[src/rtl/sl_pkg.sv]
`timescale 1ns/1ps
package sl_pkg;
  // indices into the synchronized input bus
  typedef enum int unsigned {
    IN_SCLK  = 0,
    IN_CSN   = 1,
    IN_SDI   = 2,
    IN_SHDNN = 3
  } in_idx_e;

  localparam int unsigned NUM_SYNC_IN = 4;

  function automatic logic [31:0] midscale(input int unsigned width);
    midscale = 32'd1 << (width - 1);
  endfunction
endpackage

[src/rtl/sl_edge_sync.sv]
`timescale 1ns/1ps
module sl_edge_sync #(
  parameter int unsigned N = 4,
  parameter int unsigned STAGES = 2,
  parameter logic [N-1:0] RST_VAL = '0
) (
  input  logic         clk,
  input  logic         rst,
  input  logic [N-1:0] din,
  output logic [N-1:0] level,
  output logic [N-1:0] rise
);
  localparam int unsigned DEPTH = STAGES + 1;

  for (genvar g = 0; g < N; g++) begin : g_bit
    logic [DEPTH-1:0] st;
    always_ff @(posedge clk) begin
      if (rst) st <= {DEPTH{RST_VAL[g]}};
      else     st <= {st[DEPTH-2:0], din[g]};
    end
    assign level[g] = st[STAGES-1];
    assign rise[g]  = st[STAGES-1] & ~st[STAGES];
  end
endmodule

[src/rtl/sl_shift_core.sv]
`timescale 1ns/1ps
module sl_shift_core #(
  parameter int unsigned WORD_W = 11
) (
  input  logic              clk,
  input  logic              rst,
  input  logic              presetn,
  input  logic              shift_en,
  input  logic              din,
  output logic [WORD_W-1:0] word,
  output logic              out_bit
);
  logic [WORD_W-1:0] word_q;

  always_ff @(posedge clk) begin
    if (rst)           word_q <= '0;
    else if (shift_en) word_q <= {word_q[WORD_W-2:0], din};
  end

  // the output bit alone is cleared by the asynchronous preset
  always_ff @(posedge clk or negedge presetn) begin
    if (!presetn)      out_bit <= 1'b0;
    else if (rst)      out_bit <= 1'b0;
    else if (shift_en) out_bit <= word_q[WORD_W-1];
  end

  assign word = word_q;
endmodule

[src/rtl/sl_addr_decode.sv]
`timescale 1ns/1ps
module sl_addr_decode #(
  parameter int unsigned ADDR_W = 3,
  parameter int unsigned NCH    = 6
) (
  input  logic              strobe,
  input  logic [ADDR_W-1:0] addr,
  output logic [NCH-1:0]    load
);
  for (genvar g = 0; g < NCH; g++) begin : g_dec
    localparam logic [ADDR_W-1:0] SEL = ADDR_W'(g);
    assign load[g] = strobe && (addr == SEL);
  end
endmodule

[src/rtl/sl_chan_bank.sv]
`timescale 1ns/1ps
module sl_chan_bank #(
  parameter int unsigned NCH    = 6,
  parameter int unsigned DATA_W = 8
) (
  input  logic                  clk,
  input  logic                  rst,
  input  logic                  presetn,
  input  logic [NCH-1:0]        load,
  input  logic [DATA_W-1:0]     din,
  output logic [NCH*DATA_W-1:0] vals
);
  localparam logic [DATA_W-1:0] MID = DATA_W'(sl_pkg::midscale(DATA_W));

  for (genvar g = 0; g < NCH; g++) begin : g_ch
    logic [DATA_W-1:0] q;
    always_ff @(posedge clk or negedge presetn) begin
      if (!presetn)     q <= MID;
      else if (rst)     q <= MID;
      else if (load[g]) q <= din;
    end
    assign vals[g*DATA_W +: DATA_W] = q;
  end
endmodule

[src/rtl/serial_chan_loader.sv]
`timescale 1ns/1ps
module serial_chan_loader #(
  parameter int unsigned ADDR_W = 3,
  parameter int unsigned DATA_W = 8,
  parameter int unsigned NCH    = 6,
  parameter int unsigned STAGES = 2
) (
  input  logic                  clk,
  input  logic                  rst,
  input  logic                  sclk_in,
  input  logic                  csn_in,
  input  logic                  sdi_in,
  input  logic                  presetn_in,
  input  logic                  shdnn_in,
  output logic [NCH*DATA_W-1:0] chan_val,
  output logic                  sdo_pull,
  output logic                  shdn_flag
);
  import sl_pkg::*;
  localparam int unsigned WORD_W = ADDR_W + DATA_W;
  localparam logic [NUM_SYNC_IN-1:0] SYNC_RST = 4'b1010; // csn, shdnn idle high

  logic [NUM_SYNC_IN-1:0] raw, lvl, rise;
  logic [WORD_W-1:0]      word;
  logic [NCH-1:0]         load;
  logic                   shift_en, cs_rise, out_bit, shdn_q;

  assign raw[IN_SCLK]  = sclk_in;
  assign raw[IN_CSN]   = csn_in;
  assign raw[IN_SDI]   = sdi_in;
  assign raw[IN_SHDNN] = shdnn_in;

  sl_edge_sync #(.N(NUM_SYNC_IN), .STAGES(STAGES), .RST_VAL(SYNC_RST)) u_sync (
    .clk(clk), .rst(rst), .din(raw), .level(lvl), .rise(rise)
  );

  assign shift_en = rise[IN_SCLK] & ~lvl[IN_CSN];
  assign cs_rise  = rise[IN_CSN];

  sl_shift_core #(.WORD_W(WORD_W)) u_shift (
    .clk(clk), .rst(rst), .presetn(presetn_in), .shift_en(shift_en),
    .din(lvl[IN_SDI]), .word(word), .out_bit(out_bit)
  );

  sl_addr_decode #(.ADDR_W(ADDR_W), .NCH(NCH)) u_dec (
    .strobe(cs_rise), .addr(word[WORD_W-1 -: ADDR_W]), .load(load)
  );

  sl_chan_bank #(.NCH(NCH), .DATA_W(DATA_W)) u_bank (
    .clk(clk), .rst(rst), .presetn(presetn_in), .load(load),
    .din(word[DATA_W-1:0]), .vals(chan_val)
  );

  always_ff @(posedge clk) begin
    if (rst) shdn_q <= 1'b0;
    else     shdn_q <= ~lvl[IN_SHDNN];
  end

  assign shdn_flag = shdn_q;
  assign sdo_pull  = ~out_bit & ~shdn_q;
endmodule

[config.mk]
export PLATFORM = sky130hd
export DESIGN_NAME = serial_chan_loader
export DESIGN_NICKNAME = d
export VERILOG_FILES = /design/src/rtl/sl_pkg.sv /design/src/rtl/sl_edge_sync.sv /design/src/rtl/sl_shift_core.sv /design/src/rtl/sl_addr_decode.sv /design/src/rtl/sl_chan_bank.sv /design/src/rtl/serial_chan_loader.sv
export SDC_FILE = /design/constraint.sdc
export NUM_CORES = 1
export LEC_CHECK = 0
export BUFFER_PORTS_ARGS = -buffer_cell sky130_fd_sc_hd__buf_2
export CORE_UTILIZATION = 55
export CTS_BUF_LIST = sky130_fd_sc_hd__clkbuf_4
export DETAILED_ROUTE_END_ITERATION = 6
export GPL_TIMING_DRIVEN = 0
export PLACE_DENSITY = 0.8
export SYNTH_ARGS = -nofsm -noshare
export SYNTH_HDL_FRONTEND = slang
export SYNTH_SLANG_ARGS = --single-unit
[constraint.sdc]
create_clock -name clk -period 1.8 [get_ports clk]
set_input_delay 0.18 -clock clk [delete_from_list [all_inputs] [get_ports clk]]
set_output_delay 0.18 -clock clk [all_outputs]
set_load 0.02 [all_outputs]
=== After elaboration in Yosys (flattened, before gate mapping) ===
Index checks and enable logic that the tools add are counted.
Widths: inputs -> output; s select.

* Word-level logic and storage cells: 56
* Flip-flop bits (word level): 71

* Bitwise logic cells: 10
* Muxes and demuxes: 14
* Eq/ne operators: 5
* Reductions and logical operators: 14

{| class="wikitable"
|+ Operator list
! cell !! number
|-
| $mux 8 || 12
|-
| $reduce_bool 2->1 || 7
|-
| $eq 3x2->1 const B || 2
|-
| $eq 3x3->1 const B || 2
|-
| $logic_and 1x1->1 || 6
|-
| $not 1->1 || 6
|-
| $and 1x1->1 || 4
|-
| $eq 3x1->1 const B || 1
|-
| $logic_not 3->1 || 1
|-
| $mux 1 || 2
|}

=== Longest topological paths before layout ===
Gate-level depths: netlist of run 1.

* Word-level depth: 5
* Depth in mapped cells: 4
* Gate-level depth less buffers: 3

=== Cells and area by module ===
A second synthesis of run 1 with hierarchy kept.

* Cells, all modules: 236
* Area total of the unflattened synthesis: 2920.3 um^2

{| class="wikitable"
|+ Modules (own cells, without submodules)
! module !! area each (um^2) !! sequential area each (um^2) !! cells an instance !! instances
|-
| sl_chan_bank || 1994.4 || 1208.7 || 155 || 1
|-
| sl_shift_core || 425.4 || 245.2 || 38 || 1
|-
| sl_edge_sync || 384.1 || 240.2 || 33 || 1
|-
| sl_addr_decode || 75.1 || 0.0 || 6 || 1
|-
| serial_chan_loader || 41.3 || 20.0 || 4 || 1
|}

=== Worst setup path after synthesis of run 1 ===
No wires, ideal clock.

* Path type: register to register
* Start point: register u_shift.word_q[8] (netlist: u_shift.word[8])
* End point: register u_bank.g_ch[3].q[7]
* Stages on the path, launching flop included: 5
* Buffers on the path: 1
* Period minus slack after synthesis: 1150 ps
* Setup slack: 650 ps
* Required time: 1725 ps
* Data arrival time: 1075 ps
* Path through: dfxtp_1 and3b_1 and3b_1 buf_4 mux2i_1

* Longest elaborated chain between the ends: 3

{| class="wikitable"
|+ Ends and longest elaborated chain
! what !! line !! source
|-
| from (decl) || sl_shift_core.sv:13 || <nowiki>logic [WORD_W-1:0] word_q;</nowiki>
|-
| from (signal assigned) || sl_shift_core.sv:17 || <nowiki>else if (shift_en) word_q <= {word_q[WORD_W-2:0], din};</nowiki>
|-
| $eq 3x2->1 || sl_addr_decode.sv:12 || <nowiki>assign load[g] = strobe && (addr == SEL);</nowiki>
|-
| $logic_and 1x1->1 || sl_addr_decode.sv:12 ||
|-
| $reduce_bool 2->1 (no source line) || - ||
|-
| to (signal assigned) || sl_chan_bank.sv:20 || <nowiki>else if (load[g]) q <= din;</nowiki>
|-
| to (decl) || sl_chan_bank.sv:16 || <nowiki>logic [DATA_W-1:0] q;</nowiki>
|}

No other way between the ends.
A chain may end at the register's enable or synchronous reset.

=== Final worst setup path of run 1 ===
* Start point: register u_shift.word_q[8] (netlist: u_shift.word[8])
* End point: register u_bank.g_ch[3].q[2]

The elaborated chain is that of the path after synthesis.

==> results_dict.tcl, run 1 <==
set metrics [dict create \
    whs_ps 7.51 \
    fin_crit_sh_pct 74.9 \
    powerDensity_mw_per_mm2 824 \
    cts.sinks 71 \
    cp.required_ps 2110 \
    finalHoldViolCount 0 \
    synth_area_sq_mm 0.00287 \
    cts-resized-gates 0 \
    clock_latency_ps 410 \
    fin_crit_ps 1350 \
    cts-htree-levels 3 \
    worst_slack_ps 451 \
    gr-total-overflow 0 \
    drc 0 \
    cts.path.max_buffers 2 \
    drt_iter0_markers 149 \
    synth_nets 240 \
    stdcell_count 375 \
    max_cap_violations 0 \
    antennaDiodeCount 0 \
    setup_viol 0 \
    dieArea_sq_mm 0.00550 \
    vdd_drop_max_uv 443 \
    io-pin-count 57 \
    start_kind "register" \
    placed_area_sq_mm 0.00322 \
    routed_via_density 5.01 \
    synth_cell_type_count 16 \
    clkPwrFrac_pct 39.7 \
    post-place-ws_ps 509 \
    place_congestion 0.722 \
    die_y_um 74.2 \
    worstMarginPinSlew_ps 1080 \
    syn_avg_cell_area_sq_um 12.3 \
    die_x_um 74.2 \
    grt_pass1_wl_um 9130 \
    skew_ps 9.93 \
    cts_tree "done" \
    port_buffers 55 \
    swShare_pct 21.0 \
    synth_seq_cells 71 \
    via_count 1879 \
    hp-class "in2reg" \
    yosys_warnings 0 \
    drtPass1Iterations 4 \
    grt_setup_unrepaired "no" \
    max_freq_ghz 0.741 \
    first_global_vias 1879 \
    place_inst 355 \
    p_int_mw 2.23 \
    layout.nets 310 \
    critPathCaptureType "register" \
    tns_ps 0 \
    critPathArrivalTime_ps 1660 \
    cts-root-buf "clkbuf_4" \
    drt-total-wl_um 5600 \
    grt_use_total_pct 23.0 \
    antenna_left 0 \
    start_util_pct 58.7 \
    critPathMaxFanout 8 \
    cts_setup_buffers 0 \
    row_count 25 \
    cts_buffers 9 \
    dp_hpwl_um 3730 \
    p_leak_nw 1.81 \
    report.final.slew_viol_count 0 \
    antenna_found_initial 0 \
    status "finished, final reports clean" \
    core_sq_mm 0.00488 \
    seqPwrFrac_pct 56.8 \
    fin_area_sq_mm 0.00342 \
    grt_max_degree 50 \
    area_delta_synth_final_pct 19.4 \
    relSlewSlack_pct 28.3 \
    critical_path_class "reg2reg" \
    ys_seq_area_share_pct 58.4 \
    wl_per_cell_um 14.9 \
    syn_inst 233 \
    path_clk_slew_ps 100 \
    drive_above_1_share_pct 29.5 \
    p_sw_uw 593 \
    fillers 388 \
    combinationalPowerShare_pct 3.4 \
]
## path summary, 6_finish.rpt
check / start / endpoint / slack (ps) / depth (start not counted)
max: u_shift.word[8] / u_bank.g_ch[3].q[2] / 450 / 4
min: sclk_in / u_sync.g_bit[0].st[0] / 8 / 2
max reg2reg: u_shift.word[8] / u_bank.g_ch[3].q[2] / 450 / 4
min reg2reg: u_sync.g_bit[3].st[1] / shdn_flag / 390 / 1
max in group asynchronous: presetn_in / u_bank.g_ch[3].q[2] / 640 / 2
min in group asynchronous: presetn_in / u_bank.g_ch[2].q[1] / 500 / 2
## power groups by stage
stage          sequential (mW)  combinational (mW)  clock [mW]
2_1_floorplan             1.64              0.0496           0
3_3_place_gp              1.63              0.0910           0
3_5_place_dp              1.64              0.0925           0
4_1_cts                   1.60              0.0975        1.14
5_1_grt                   1.60               0.106        1.21
6_report                  1.60              0.0960        1.12
## flip-flops by register name, indices dropped and copies added, names as in the netlist
name / count
shdn_flag: 1
u_bank.g_ch.q: 48
u_shift.out_bit: 1
u_shift.word: 11
u_sync.g_bit.st: 10
## routing by layer
metal | share of wire [%] | global-route usage, %
met3 | 3.7 | 5.01
met2 | 48 | 36.2
met5 | 0 | 0
met1 | 46 | 30.1
met4 | 2.2 | 11.5
## layout make-up
cell class	count	area (sq um)	share of cell area, %
Tap cell	67	83.8	2.45
Multi-Input combinational cell	151	1130	33.1
Timing Repair Buffer	59	315	9.22
Sequential cell	71	1670	48.9
Clock inverter	5	73.8	2.16
Clock buffer	11	82.6	2.41
Buffer	11	57.6	1.68
## Yosys cell counts, drive strengths merged
cell / instances / area [sq um]
clkbuf: 7 / 26.3
nor2b: 6 / 37.5
dfxtp: 22 / 440
nand3b: 1 / 7.51
nand2b: 49 / 307
nand2: 4 / 25.0
dfrtp: 43 / 1080
mux2i: 60 / 601
and3b: 2 / 17.5
buf: 4 / 31.3
or2: 5 / 31.3
dfstp: 6 / 158
nor3b: 2 / 25.0
nor2: 22 / 82.6
## layout by cell type (no fill, tap or decap)
master	Yosys	layout
buf_6	1	1
nand2b_1	49	49
and3b_1	2	2
dlygate4sd3_1	0	4
nor2b_1	6	6
nor3b_2	2	2
nand2_2	4	4
nand3b_1	1	1
or2_2	5	5
clkbuf_4	0	11
dfstp_2	6	6
nor2_1	22	22
mux2i_1	60	60
clkinv_2	0	2
buf_2	1	56
clkbuf_1	7	7
dfrtp_1	43	43
clkinv_1	0	1
dfxtp_1	22	22
buf_4	2	2
bufinv_16	0	2
## repair_timing
action / 4_1_cts / 5_1_grt
hold buffers: 3 / 1
endpoints found under the hold margin: 14 / 1
endpoints found under the setup margin: 0 / 0
## per-stage QoR
stage | utilization [%] | power (mW)
final | 70.1 | 2.82
after global routing | 70.1 | 2.92
after CTS | 69.9 | 2.84
after detailed placement | 66.1 | 1.73
after global placement | 66.1 | 1.73
after floorplan | - | 1.69
## worst max-delay path, cell delays in order, from the launching register on
cell     delay (ps)
dfxtp_1         400
and3b_1         250
and3b_1         170
buf_4           200
mux2i_1         240
## cells by family after synthesis
group                  synth area share (%)
buffers and inverters                  2.01
and+or+nand+nor                        18.6
DFF                                    58.4
muxes                                  21.0
Power figures use the tool's default switching activity.
==> run 2, diff against run 1 <==
clock period = 1.3 ns   (was 1.8 ns; I/O delays follow)
==> run 2 against run 1 <==
  * Sequential share of layout area is 0.30 points lower
  * Register-to-register slack worse by 440 ps
  * Via count is 0.16% higher
  * Routed wire length is 0.62% higher
  * Total power is 38% higher
  * Utilization is 0.79 points higher
  * Final cell count is 0.27% higher
  * Flip-flop and latch count stayed put
  * Critical endpoint unchanged
==> results_dict.tcl, run 2 (synthesis results as in run 1) <==
set metrics [dict create \
    cts-root-buf "clkbuf_4" \
    layout.nets 311 \
    clock_latency_ps 400 \
    grt_use_total_pct 23.1 \
    final_common_cell "mux2i_1" \
    dp_hpwl_um 3730 \
    cts_tree "done" \
    cts-htree-levels 3 \
    via_count 1882 \
    antenna_left 0 \
    finalHoldViolCount 0 \
    drive_above_1_share_pct 30.7 \
    path_clk_slew_ps 110 \
    die_x_um 74.2 \
    cts_buffers 9 \
    port_buffers 55 \
    cts.sinks 71 \
    core_sq_mm 0.00488 \
    critPathMaxFanout 8 \
    place_congestion 0.722 \
    max_cap_violations 0 \
    drtPass1Iterations 4 \
    wl_per_cell_um 15.0 \
    start_util_pct 58.7 \
    start_kind "register" \
    fin_area_sq_mm 0.00346 \
    fin_crit_ps 1290 \
    cp.required_ps 1610 \
    powerDensity_mw_per_mm2 1130 \
    multi_input_area_sq_mm 0.00115 \
    drc 0 \
    fin_crit_sh_pct 98.9 \
    cts.path.max_buffers 2 \
    critPathCaptureType "register" \
    max_freq_ghz 0.778 \
    relSlewSlack_pct 56.6 \
    first_global_vias 1901 \
    regArea_sq_mm 0.00168 \
    grt_max_degree 50 \
    critPathArrivalTime_ps 1600 \
    routed_via_density 5.01 \
    fillers 386 \
    worstMarginPinSlew_ps 651 \
    io-pin-count 57 \
    drt-total-wl_um 5640 \
    final_cell_mix "60 x mux2i_1, 55 x buf_2, 49 x nand2b_1" \
    gr-total-overflow 0 \
    antennaDiodeCount 0 \
    report.final.slew_viol_count 0 \
    row_count 25 \
    place_inst 355 \
    status "finished, final reports clean" \
    whs_ps 51.1 \
    antenna_found_initial 0 \
    skew_ps 9.82 \
    area_delta_synth_final_pct 20.7 \
    regMostFlops "u_bank.g_ch.q" \
    grt_pass1_wl_um 9180 \
    p_leak_nw 1.82 \
    placed_area_sq_mm 0.00322 \
    dieArea_sq_mm 0.00550 \
    drt_iter0_markers 155 \
    die_y_um 74.2 \
    setup_viol 0 \
    vdd_drop_max_uv 686 \
    critical_path_class "reg2reg" \
    utilization_pct 70.9 \
    stdcell_count 376 \
    grt_setup_unrepaired "yes" \
    largest_reg_flops 48 \
    hp-class "in2reg" \
]
==> run 2: cell types whose count changed in the layout (fill, tap and decap cells not counted), moves of 2 or more <==
cell     delta
nor3b_2     -2
nor3b_4     +2
dfxtp_4     +2
dfxtp_1     -3
==> run 2: area by class of cell <==
cell class / count / share of cell area, %
flip-flops and latches: 71 / 48.6
multi-input cells: 151 / 33.2
repair buffers: 60 / 9.48
well taps: 67 / 2.42
clock buffers: 11 / 2.39
clock inverters: 5 / 2.13
plain buffers: 11 / 1.77
==> run 2: critical path, stage by stage, from the launching register on <==
cell and delay, ps:
dfxtp_2 350, and3b_2 270, and3b_1 180, buf_6 160, mux2i_1 230
==> run 2: final timing paths <==
check	from	end	slack, ps	cells after the start
max	u_sync.g_bit[1].st[2]	u_bank.g_ch[3].q[2]	10	4
min	rst	u_sync.g_bit[2].st[1]	50	2
max reg2reg	u_sync.g_bit[1].st[2]	u_bank.g_ch[3].q[2]	10	4
min reg2reg	u_sync.g_bit[3].st[1]	shdn_flag	390	1
max in group asynchronous	presetn_in	u_bank.g_ch[3].q[4]	560	2
min in group asynchronous	presetn_in	u_bank.g_ch[2].q[1]	310	2
==> run 2: power breakdown <==
| part | internal [mW] | total (mW) | switching, mW |
|---|---|---|---|
| Clock | 0.813 | 1.55 | 0.736 |
| Sequential | 2.21 | 2.22 | 0.00680 |
| Combinational | 0.0605 | 0.138 | 0.0774 |
==> run 2: what timing repair did <==
action,4_1_cts,5_1_grt
endpoints found under the hold margin,47,0
hold buffers,5,0
resized for setup,3,7
setup endpoints to repair,3,60
pin swaps,0,3
buffers inserted,0,0
==> run 2: layer usage <==
metal / GRT usage [%] / wire length, um / share of wire, % / vias up
met5: 0 / 0 / 0 / -
met2: 36.7 / 2780 / 49 / 45
met1: 30.1 / 2530 / 45 / 914
met4: 11.5 / 114 / 2.0 / 0
met3: 5.01 / 211 / 3.7 / 10
li1: - / - / - / 913
==> run 2: per-stage QoR <==
step | setup WS (ps) | total power, mW | TNS (ps)
final | 14.9 | 3.90 | 0
after global routing | -29.1 | 4.05 | -145
after CTS | 8.50 | 3.93 | 0
after detailed placement | 8.50 | 2.39 | 0
after global placement | 43.2 | 2.39 | 0
after floorplan | 150 | 2.33 | 0
